$ cat src/rtl/pwr_off_pkg.sv
package pwr_off_pkg;

  typedef enum logic [2:0] {
    RSN_NONE      = 3'd0,
    RSN_BUTTON    = 3'd1,
    RSN_LONG_HOLD = 3'd2,
    RSN_PG_LOST   = 3'd3,
    RSN_REQ_OFF   = 3'd4,
    RSN_REQ_RESET = 3'd5
  } offReason_e;

  // strobes from control to datapath
  typedef struct packed {
    logic takeOff;   // off request has been reported
    logic disarm;    // long hold has been reported
  } ctlStrobes_t;

endpackage

$ cat src/rtl/pwr_off_dp.sv
module pwr_off_dp
  import pwr_off_pkg::*;
#(
  parameter int LONG_MS = 8000
) (
  input  logic        clk,
  input  logic        rstN,
  input  logic        btnPressed,
  input  logic        offReq,
  input  logic        rstReq,
  input  logic        rstTake,
  input  logic        msTick,
  input  logic        timerClr,
  input  ctlStrobes_t ctlStb,
  output logic        offPend,
  output logic        rstPend,
  output logic        longDue
);

  localparam int CntW = $clog2(LONG_MS + 1);
  localparam logic [CntW-1:0] CntLimit = CntW'(LONG_MS);

  logic            prevPressed;
  logic            armed;
  logic [CntW-1:0] holdCnt;
  logic            pressEdge;

  assign pressEdge = btnPressed & ~prevPressed;
  assign longDue   = armed & (holdCnt == CntLimit);

  // request holding registers; a new request wins over a same-cycle take
  always_ff @(posedge clk) begin
    if (!rstN) begin
      offPend <= 1'b0;
      rstPend <= 1'b0;
    end else begin
      offPend <= (offPend & ~ctlStb.takeOff) | offReq;
      rstPend <= (rstPend & ~rstTake) | rstReq;
    end
  end

  // hold timer, armed on the press edge, dropped on release or clear
  always_ff @(posedge clk) begin
    if (!rstN) begin
      prevPressed <= 1'b0;
      armed       <= 1'b0;
      holdCnt     <= '0;
    end else begin
      prevPressed <= timerClr ? 1'b0 : btnPressed;
      if (timerClr || ctlStb.disarm || !btnPressed) begin
        armed   <= 1'b0;
        holdCnt <= '0;
      end else if (pressEdge) begin
        armed   <= 1'b1;
        holdCnt <= '0;
      end else if (armed && msTick && (holdCnt != CntLimit)) begin
        holdCnt <= holdCnt + 1'b1;
      end
    end
  end

endmodule

$ cat src/rtl/pwr_off_ctl.sv
module pwr_off_ctl
  import pwr_off_pkg::*;
(
  input  logic        clk,
  input  logic        rstN,
  input  logic        btnPressed,
  input  logic        pwrGood,
  input  logic        timerClr,
  input  logic        offPend,
  input  logic        rstPend,
  input  logic        longDue,
  output ctlStrobes_t ctlStb,
  output logic        shutdownStb,
  output logic [2:0]  shutdownReason
);

  logic       spent;
  logic       fire;
  offReason_e pick;

  // priority pick of the winning cause
  always_comb begin
    pick           = RSN_NONE;
    ctlStb.takeOff = 1'b0;
    ctlStb.disarm  = 1'b0;
    if (!spent && !timerClr) begin
      if (offPend) begin
        pick           = RSN_REQ_OFF;
        ctlStb.takeOff = 1'b1;
      end else if (rstPend) begin
        pick = RSN_REQ_RESET;
      end else if (longDue && btnPressed) begin
        pick          = RSN_LONG_HOLD;
        ctlStb.disarm = 1'b1;
      end else if (!pwrGood) begin
        pick = RSN_PG_LOST;
      end
    end
  end

  assign fire = (pick != RSN_NONE);

  always_ff @(posedge clk) begin
    if (!rstN) begin
      spent          <= 1'b0;
      shutdownStb    <= 1'b0;
      shutdownReason <= 3'd0;
    end else begin
      spent          <= timerClr ? 1'b0 : (spent | fire);
      shutdownStb    <= fire;
      shutdownReason <= pick;
    end
  end

endmodule

$ cat src/rtl/pwr_off_arbiter.sv
module pwr_off_arbiter
  import pwr_off_pkg::*;
#(
  parameter int LONG_MS = 8000
) (
  input  logic       clk,
  input  logic       rstN,
  input  logic       btnPressed,
  input  logic       pwrGood,
  input  logic       offReq,
  input  logic       rstReq,
  input  logic       rstTake,
  input  logic       msTick,
  input  logic       timerClr,
  output logic       rstPending,
  output logic       shutdownStb,
  output logic [2:0] shutdownReason
);

  ctlStrobes_t ctlStb;
  logic        offPend;
  logic        rstPend;
  logic        longDue;

  pwr_off_dp #(.LONG_MS(LONG_MS)) dp_i (
    .clk        (clk),
    .rstN       (rstN),
    .btnPressed (btnPressed),
    .offReq     (offReq),
    .rstReq     (rstReq),
    .rstTake    (rstTake),
    .msTick     (msTick),
    .timerClr   (timerClr),
    .ctlStb     (ctlStb),
    .offPend    (offPend),
    .rstPend    (rstPend),
    .longDue    (longDue)
  );

  pwr_off_ctl ctl_i (
    .clk            (clk),
    .rstN           (rstN),
    .btnPressed     (btnPressed),
    .pwrGood        (pwrGood),
    .timerClr       (timerClr),
    .offPend        (offPend),
    .rstPend        (rstPend),
    .longDue        (longDue),
    .ctlStb         (ctlStb),
    .shutdownStb    (shutdownStb),
    .shutdownReason (shutdownReason)
  );

  assign rstPending = rstPend;

endmodule

$ cat config.mk
export PLATFORM = sky130hd
export DESIGN_NAME = pwr_off_arbiter
export DESIGN_NICKNAME = d
export VERILOG_FILES = /design/src/rtl/pwr_off_pkg.sv /design/src/rtl/pwr_off_dp.sv /design/src/rtl/pwr_off_ctl.sv /design/src/rtl/pwr_off_arbiter.sv
export SDC_FILE = /design/constraint.sdc
export NUM_CORES = 1
export LEC_CHECK = 0
export BUFFER_PORTS_ARGS = -buffer_cell sky130_fd_sc_hd__buf_4
export CAP_MARGIN = 20
export CELL_PAD_IN_SITES_DETAIL_PLACEMENT = 0
export CELL_PAD_IN_SITES_GLOBAL_PLACEMENT = 1
export CORE_ASPECT_RATIO = 1.2
export CORE_MARGIN = 2
export CORE_UTILIZATION = 42
export DETAILED_ROUTE_END_ITERATION = 6
export PLACE_DENSITY_LB_ADDON = 0.1
export REMOVE_ABC_BUFFERS = 1
export SYNTH_ARGS = -nofsm -noshare
export SYNTH_HDL_FRONTEND = slang
export SYNTH_SLANG_ARGS = --single-unit
$ cat constraint.sdc
create_clock -name clk -period 2 [get_ports clk]
set_clock_uncertainty 0.2 [all_clocks]
set_input_delay 0.4 -clock clk [delete_from_list [all_inputs] [get_ports clk]]
set_output_delay 0.4 -clock clk [all_outputs]
set_load 0.05 [all_outputs]
==> flow_results.xml <==
<?xml version="1.0" encoding="UTF-8"?>
<metrics>
  <group name="routing">
    <metric name="vias" unit="">797</metric>
    <metric name="detailedRoute.firstPassIterationCount" unit="">4</metric>
    <metric name="drt.antenna.violating_nets" unit="">0</metric>
    <metric name="drt_wirelength" unit="mm">1.97</metric>
    <metric name="drc" unit="">0</metric>
    <metric name="drt-initial-drc-count" unit="">11</metric>
    <metric name="routed_wire_length_per_instance" unit="um">13.0</metric>
    <metric name="viasPerCell" unit="">5.24</metric>
  </group>
  <group name="critical_path">
    <metric name="critical_path.max_fanout" unit="">13</metric>
    <metric name="worst_path_max_delay_cell" unit="">dfxtp_1</metric>
    <metric name="timing.critical_path.required" unit="ps">2010</metric>
    <metric name="worst_setup_path_startpoint" unit="">dp_i.holdCnt[0]$_SDFFE_PP0P_</metric>
    <metric name="path_cells" unit="">inv_1 -&gt; ha_1 -&gt; and4b_2 -&gt; nand4_4 -&gt; o211ai_2 -&gt; buf_4 -&gt; nor2_1</metric>
    <metric name="launching_point_of_the_worst_reg2reg_path" unit="">dp_i.holdCnt[0]$_SDFFE_PP0P_</metric>
    <metric name="criticalPathCategory" unit="">flop to flop</metric>
    <metric name="critical-path-max-stage-delay" unit="ps">370</metric>
    <metric name="worstSetupEndpointType" unit="">flop</metric>
    <metric name="start_kind" unit="">flop</metric>
    <metric name="arrival" unit="ps">1750</metric>
  </group>
  <group name="layout">
    <metric name="diodes" unit="">0</metric>
    <metric name="layout-area-overhead-vs-synth" unit="%">13.4</metric>
    <metric name="regArea" unit="um^2">440</metric>
    <metric name="multi_input_comb_area" unit="um^2">522</metric>
    <metric name="num-nets-final" unit="">134</metric>
    <metric name="final_layout_size_suffix_gt1_share" unit="%">22.3</metric>
    <metric name="num-fill-cells" unit="">236</metric>
  </group>
  <group name="power">
    <metric name="combinational_power_share" unit="%">8.7</metric>
    <metric name="peak_supply_drop" unit="mV">0.484</metric>
    <metric name="power.share.sequential" unit="%">63.8</metric>
    <metric name="internal-power" unit="W">0.000543</metric>
    <metric name="lkg_pwr" unit="nW">0.421</metric>
    <metric name="share_clk_of_total_power" unit="%">27.5</metric>
    <metric name="power.switching_fraction" unit="%">24.0</metric>
    <metric name="net-switching-power" unit="W">0.000171</metric>
    <metric name="power_per_cell_area" unit="nW/um^2">618</metric>
  </group>
  <group name="hold_path">
    <metric name="min-delay-start" unit="">timerClr</metric>
    <metric name="hp-class" unit="">input pin to flop</metric>
  </group>
  <group name="synth">
    <metric name="synth_commonest_cells" unit="">22 x dfxtp_1, 16 x nor2_1, 7 x inv_1, 7 x xnor2_1, 6 x nand2_1</metric>
    <metric name="synth_seq_area_share" unit="%">43.2</metric>
    <metric name="synth.ff_latch_count" unit="">22</metric>
    <metric name="synth_cell_type_count" unit="">32</metric>
    <metric name="syn_inst" unit="">107</metric>
    <metric name="async_reset_ff_share" unit="%">0</metric>
    <metric name="synth_top_cell_area_share" unit="%">43.2</metric>
    <metric name="library_cell_with_the_highest_instance_count_after_synthesis" unit="">dfxtp_1</metric>
    <metric name="post_synthesis_instance_area" unit="um^2">1020</metric>
    <metric name="synth_largest_area_cell" unit="">dfxtp_1</metric>
    <metric name="yosysWarningCount" unit="">0</metric>
    <metric name="postSynthAreaPerCell" unit="um^2">9.52</metric>
    <metric name="number_of_synthesized_flops_with_an_enable_pin" unit="">0</metric>
    <metric name="cell_types_with_the_largest_area_share_after_synthesis" unit="">dfxtp_1 43%, xnor2_1 6.0%, nor2_1 5.9%, xor2_1 4.3%, nand4_1 3.1%</metric>
    <metric name="synth-main-ff-cell" unit="">dfxtp_1</metric>
  </group>
  <group name="clocking">
    <metric name="ctsResizeCount" unit="">0</metric>
    <metric name="post_cts_buffers" unit="">0</metric>
    <metric name="cts_inserted_buffers" unit="">3</metric>
    <metric name="ctsHtreeMaxLevel" unit="">1</metric>
    <metric name="count_of_hold_buffers_inserted_by_post_cts_repair" unit="">0</metric>
    <metric name="tritoncts" unit="">done</metric>
    <metric name="clk_pin_slew" unit="ps">110</metric>
    <metric name="clock_latency" unit="ps">300</metric>
    <metric name="cts_sinks" unit="">22</metric>
    <metric name="cts.path.max_buffers" unit="">2</metric>
    <metric name="clock-root-buffer" unit="">clkbuf_4</metric>
  </group>
  <group name="sta">
    <metric name="finalCritPeriodShare" unit="%">87.1</metric>
    <metric name="setup_viol" unit="">0</metric>
    <metric name="maxSlewViolCount" unit="">0</metric>
    <metric name="fin_worst_hold_slack" unit="ps">74.8</metric>
    <metric name="maxClockFrequency" unit="GHz">0.574</metric>
    <metric name="timing.final.hold_violations" unit="">0</metric>
    <metric name="finalWorstPathRequiredPeriod" unit="ps">1740</metric>
    <metric name="grt_setup_unrepaired" unit="">false</metric>
    <metric name="slew_at_the_pin_closest_to_its_max_slew_limit" unit="ps">399</metric>
    <metric name="slew_headroom" unit="%">73.0</metric>
    <metric name="setup_total_negative_slack" unit="ps">0</metric>
  </group>
  <group name="global_routing">
    <metric name="antenna_found_initial" unit="">0</metric>
    <metric name="grt-ovfl-total" unit="">0</metric>
    <metric name="groute.usage.overall" unit="%">16.5</metric>
    <metric name="grt_max_degree" unit="">14</metric>
    <metric name="grt_pass1_vias" unit="">839</metric>
    <metric name="grt_pass1_wl" unit="mm">3.57</metric>
  </group>
  <group name="floorplan">
    <metric name="die_width" unit="um">49.0</metric>
    <metric name="io_pins" unit="">14</metric>
    <metric name="vert_die_dim" unit="um">57.9</metric>
    <metric name="std_cell_rows" unit="">19</metric>
    <metric name="core_region_area" unit="um^2">2310</metric>
    <metric name="floorplan.die_area" unit="um^2">2840</metric>
    <metric name="start_util" unit="%">44.2</metric>
  </group>
  <group name="placed_design">
    <metric name="gp_congestion" unit="">0.756</metric>
    <metric name="place_hpwl" unit="mm">1.53</metric>
    <metric name="io_buffers" unit="">13</metric>
  </group>
  <group name="job">
    <metric name="number_of_violations_of_the_max_capacitance_limit" unit="">0</metric>
  </group>
  <group name="outcome">
    <metric name="status" unit="">finished clean</metric>
  </group>
</metrics>
## stage by stage
stage / instances / utilization, % / setup slack (ps) / total power (W) / area (um^2)
after floorplan: 104 / - / 294 / 0.000499 / 988
after global placement: 149 / 49.1 / 304 / 0.000527 / 1130
after detailed placement: 149 / 49.1 / 264 / 0.000528 / 1130
after CTS: 152 / 50.1 / 236 / 0.000727 / 1150
after global routing: 152 / 50.1 / 137 / 0.000746 / 1150
final: 152 / 50.1 / 258 / 0.000714 / 1150
## power by group through the flow
stage | registers, W | logic (W) | clock network (W)
2_1_floorplan | 0.000480 | 0.0000189 | 0
3_3_place_gp | 0.000465 | 0.0000624 | 0
3_5_place_dp | 0.000465 | 0.0000630 | 0
4_1_cts | 0.000456 | 0.0000631 | 0.000208
5_1_grt | 0.000457 | 0.0000679 | 0.000221
6_report | 0.000455 | 0.0000624 | 0.000196
## area by class of cell
| cell class | instances | area share, % |
|---|---|---|
| Clock buffer | 3 | 1.95 |
| Inverter | 7 | 2.28 |
| Multi-Input combinational cell | 75 | 45.2 |
| Sequential cell | 22 | 38.1 |
| Tap cell | 31 | 3.36 |
| Timing Repair Buffer | 14 | 9.10 |
## cells in the final DEF (no fill, tap or decap), drive strengths merged, types with 2 or more instances in the layout
master | Yosys | final
nor3 | 4 | 4
nand2 | 6 | 6
and2 | 2 | 2
ha | 2 | 2
dfxtp | 22 | 22
nand4 | 6 | 6
xnor2 | 7 | 7
a31oi | 3 | 3
nor4 | 3 | 3
nand3 | 3 | 3
clkbuf | 0 | 3
a21oi | 3 | 3
xor2 | 5 | 5
and4 | 3 | 3
buf | 3 | 14
nor2 | 18 | 18
inv | 7 | 7
## layer usage
metal | up-vias | routed length [um] | share of wire (%) | GRT usage, %
met1 | 371 | 786 | 40 | 17.9
met3 | 7 | 47 | 2.4 | 3.09
met4 | 0 | 56 | 2.8 | 11.4
met5 | - | 0 | 0 | 0
li1 | 403 | - | - | -
met2 | 16 | 1080 | 55 | 29.2
## critical path: cells and delay by family, from the launching register on
kind,cells,cell delay [ps]
AND/OR/NAND/NOR,3,470
flip-flops,1,370
buffers and inverters,2,290
AO/OA/AOI/OAI,1,170
adder cells (fa/ha/maj),1,150
## cells by family (layout without fill, tap and decap cells)
kind of cell / after synthesis / in the layout / synth area share [%]
AO/OA/AOI/OAI: 11 / 11 / 8.48
XOR/XNOR: 12 / 12 / 10.3
adder cells (fa/ha/maj): 2 / 2 / 2.46
buffers and inverters: 10 / 24 / 5.53
flip-flops: 22 / 22 / 43.2
multiplexers: 1 / 1 / 0.983
AND/OR/NAND/NOR: 49 / 49 / 29.0
## worst paths after layout
path | end | slack [ps] | cells after the start
setup / recovery | dp_i.holdCnt[7]$_SDFFE_PP0P_ | 260 | 7
hold / removal | ctl_i.spent$_SDFF_PP0_ | 70 | 2
setup reg to reg | dp_i.holdCnt[7]$_SDFFE_PP0P_ | 260 | 7
hold reg to reg | dp_i.holdCnt[11]$_SDFFE_PP0P_ | 330 | 2
## registers in the layout, summed over array words and instances, names as in the netlist
signal and count:
ctl_i.spent 1, dp_i.offPend 1, ctl_i.shutdownStb 1, dp_i.prevPressed 1, dp_i.holdCnt 13, dp_i.rstPend 1, dp_i.armed 1, ctl_i.shutdownReason 3
No activity file was read; power rests on OpenSTA's default activity.
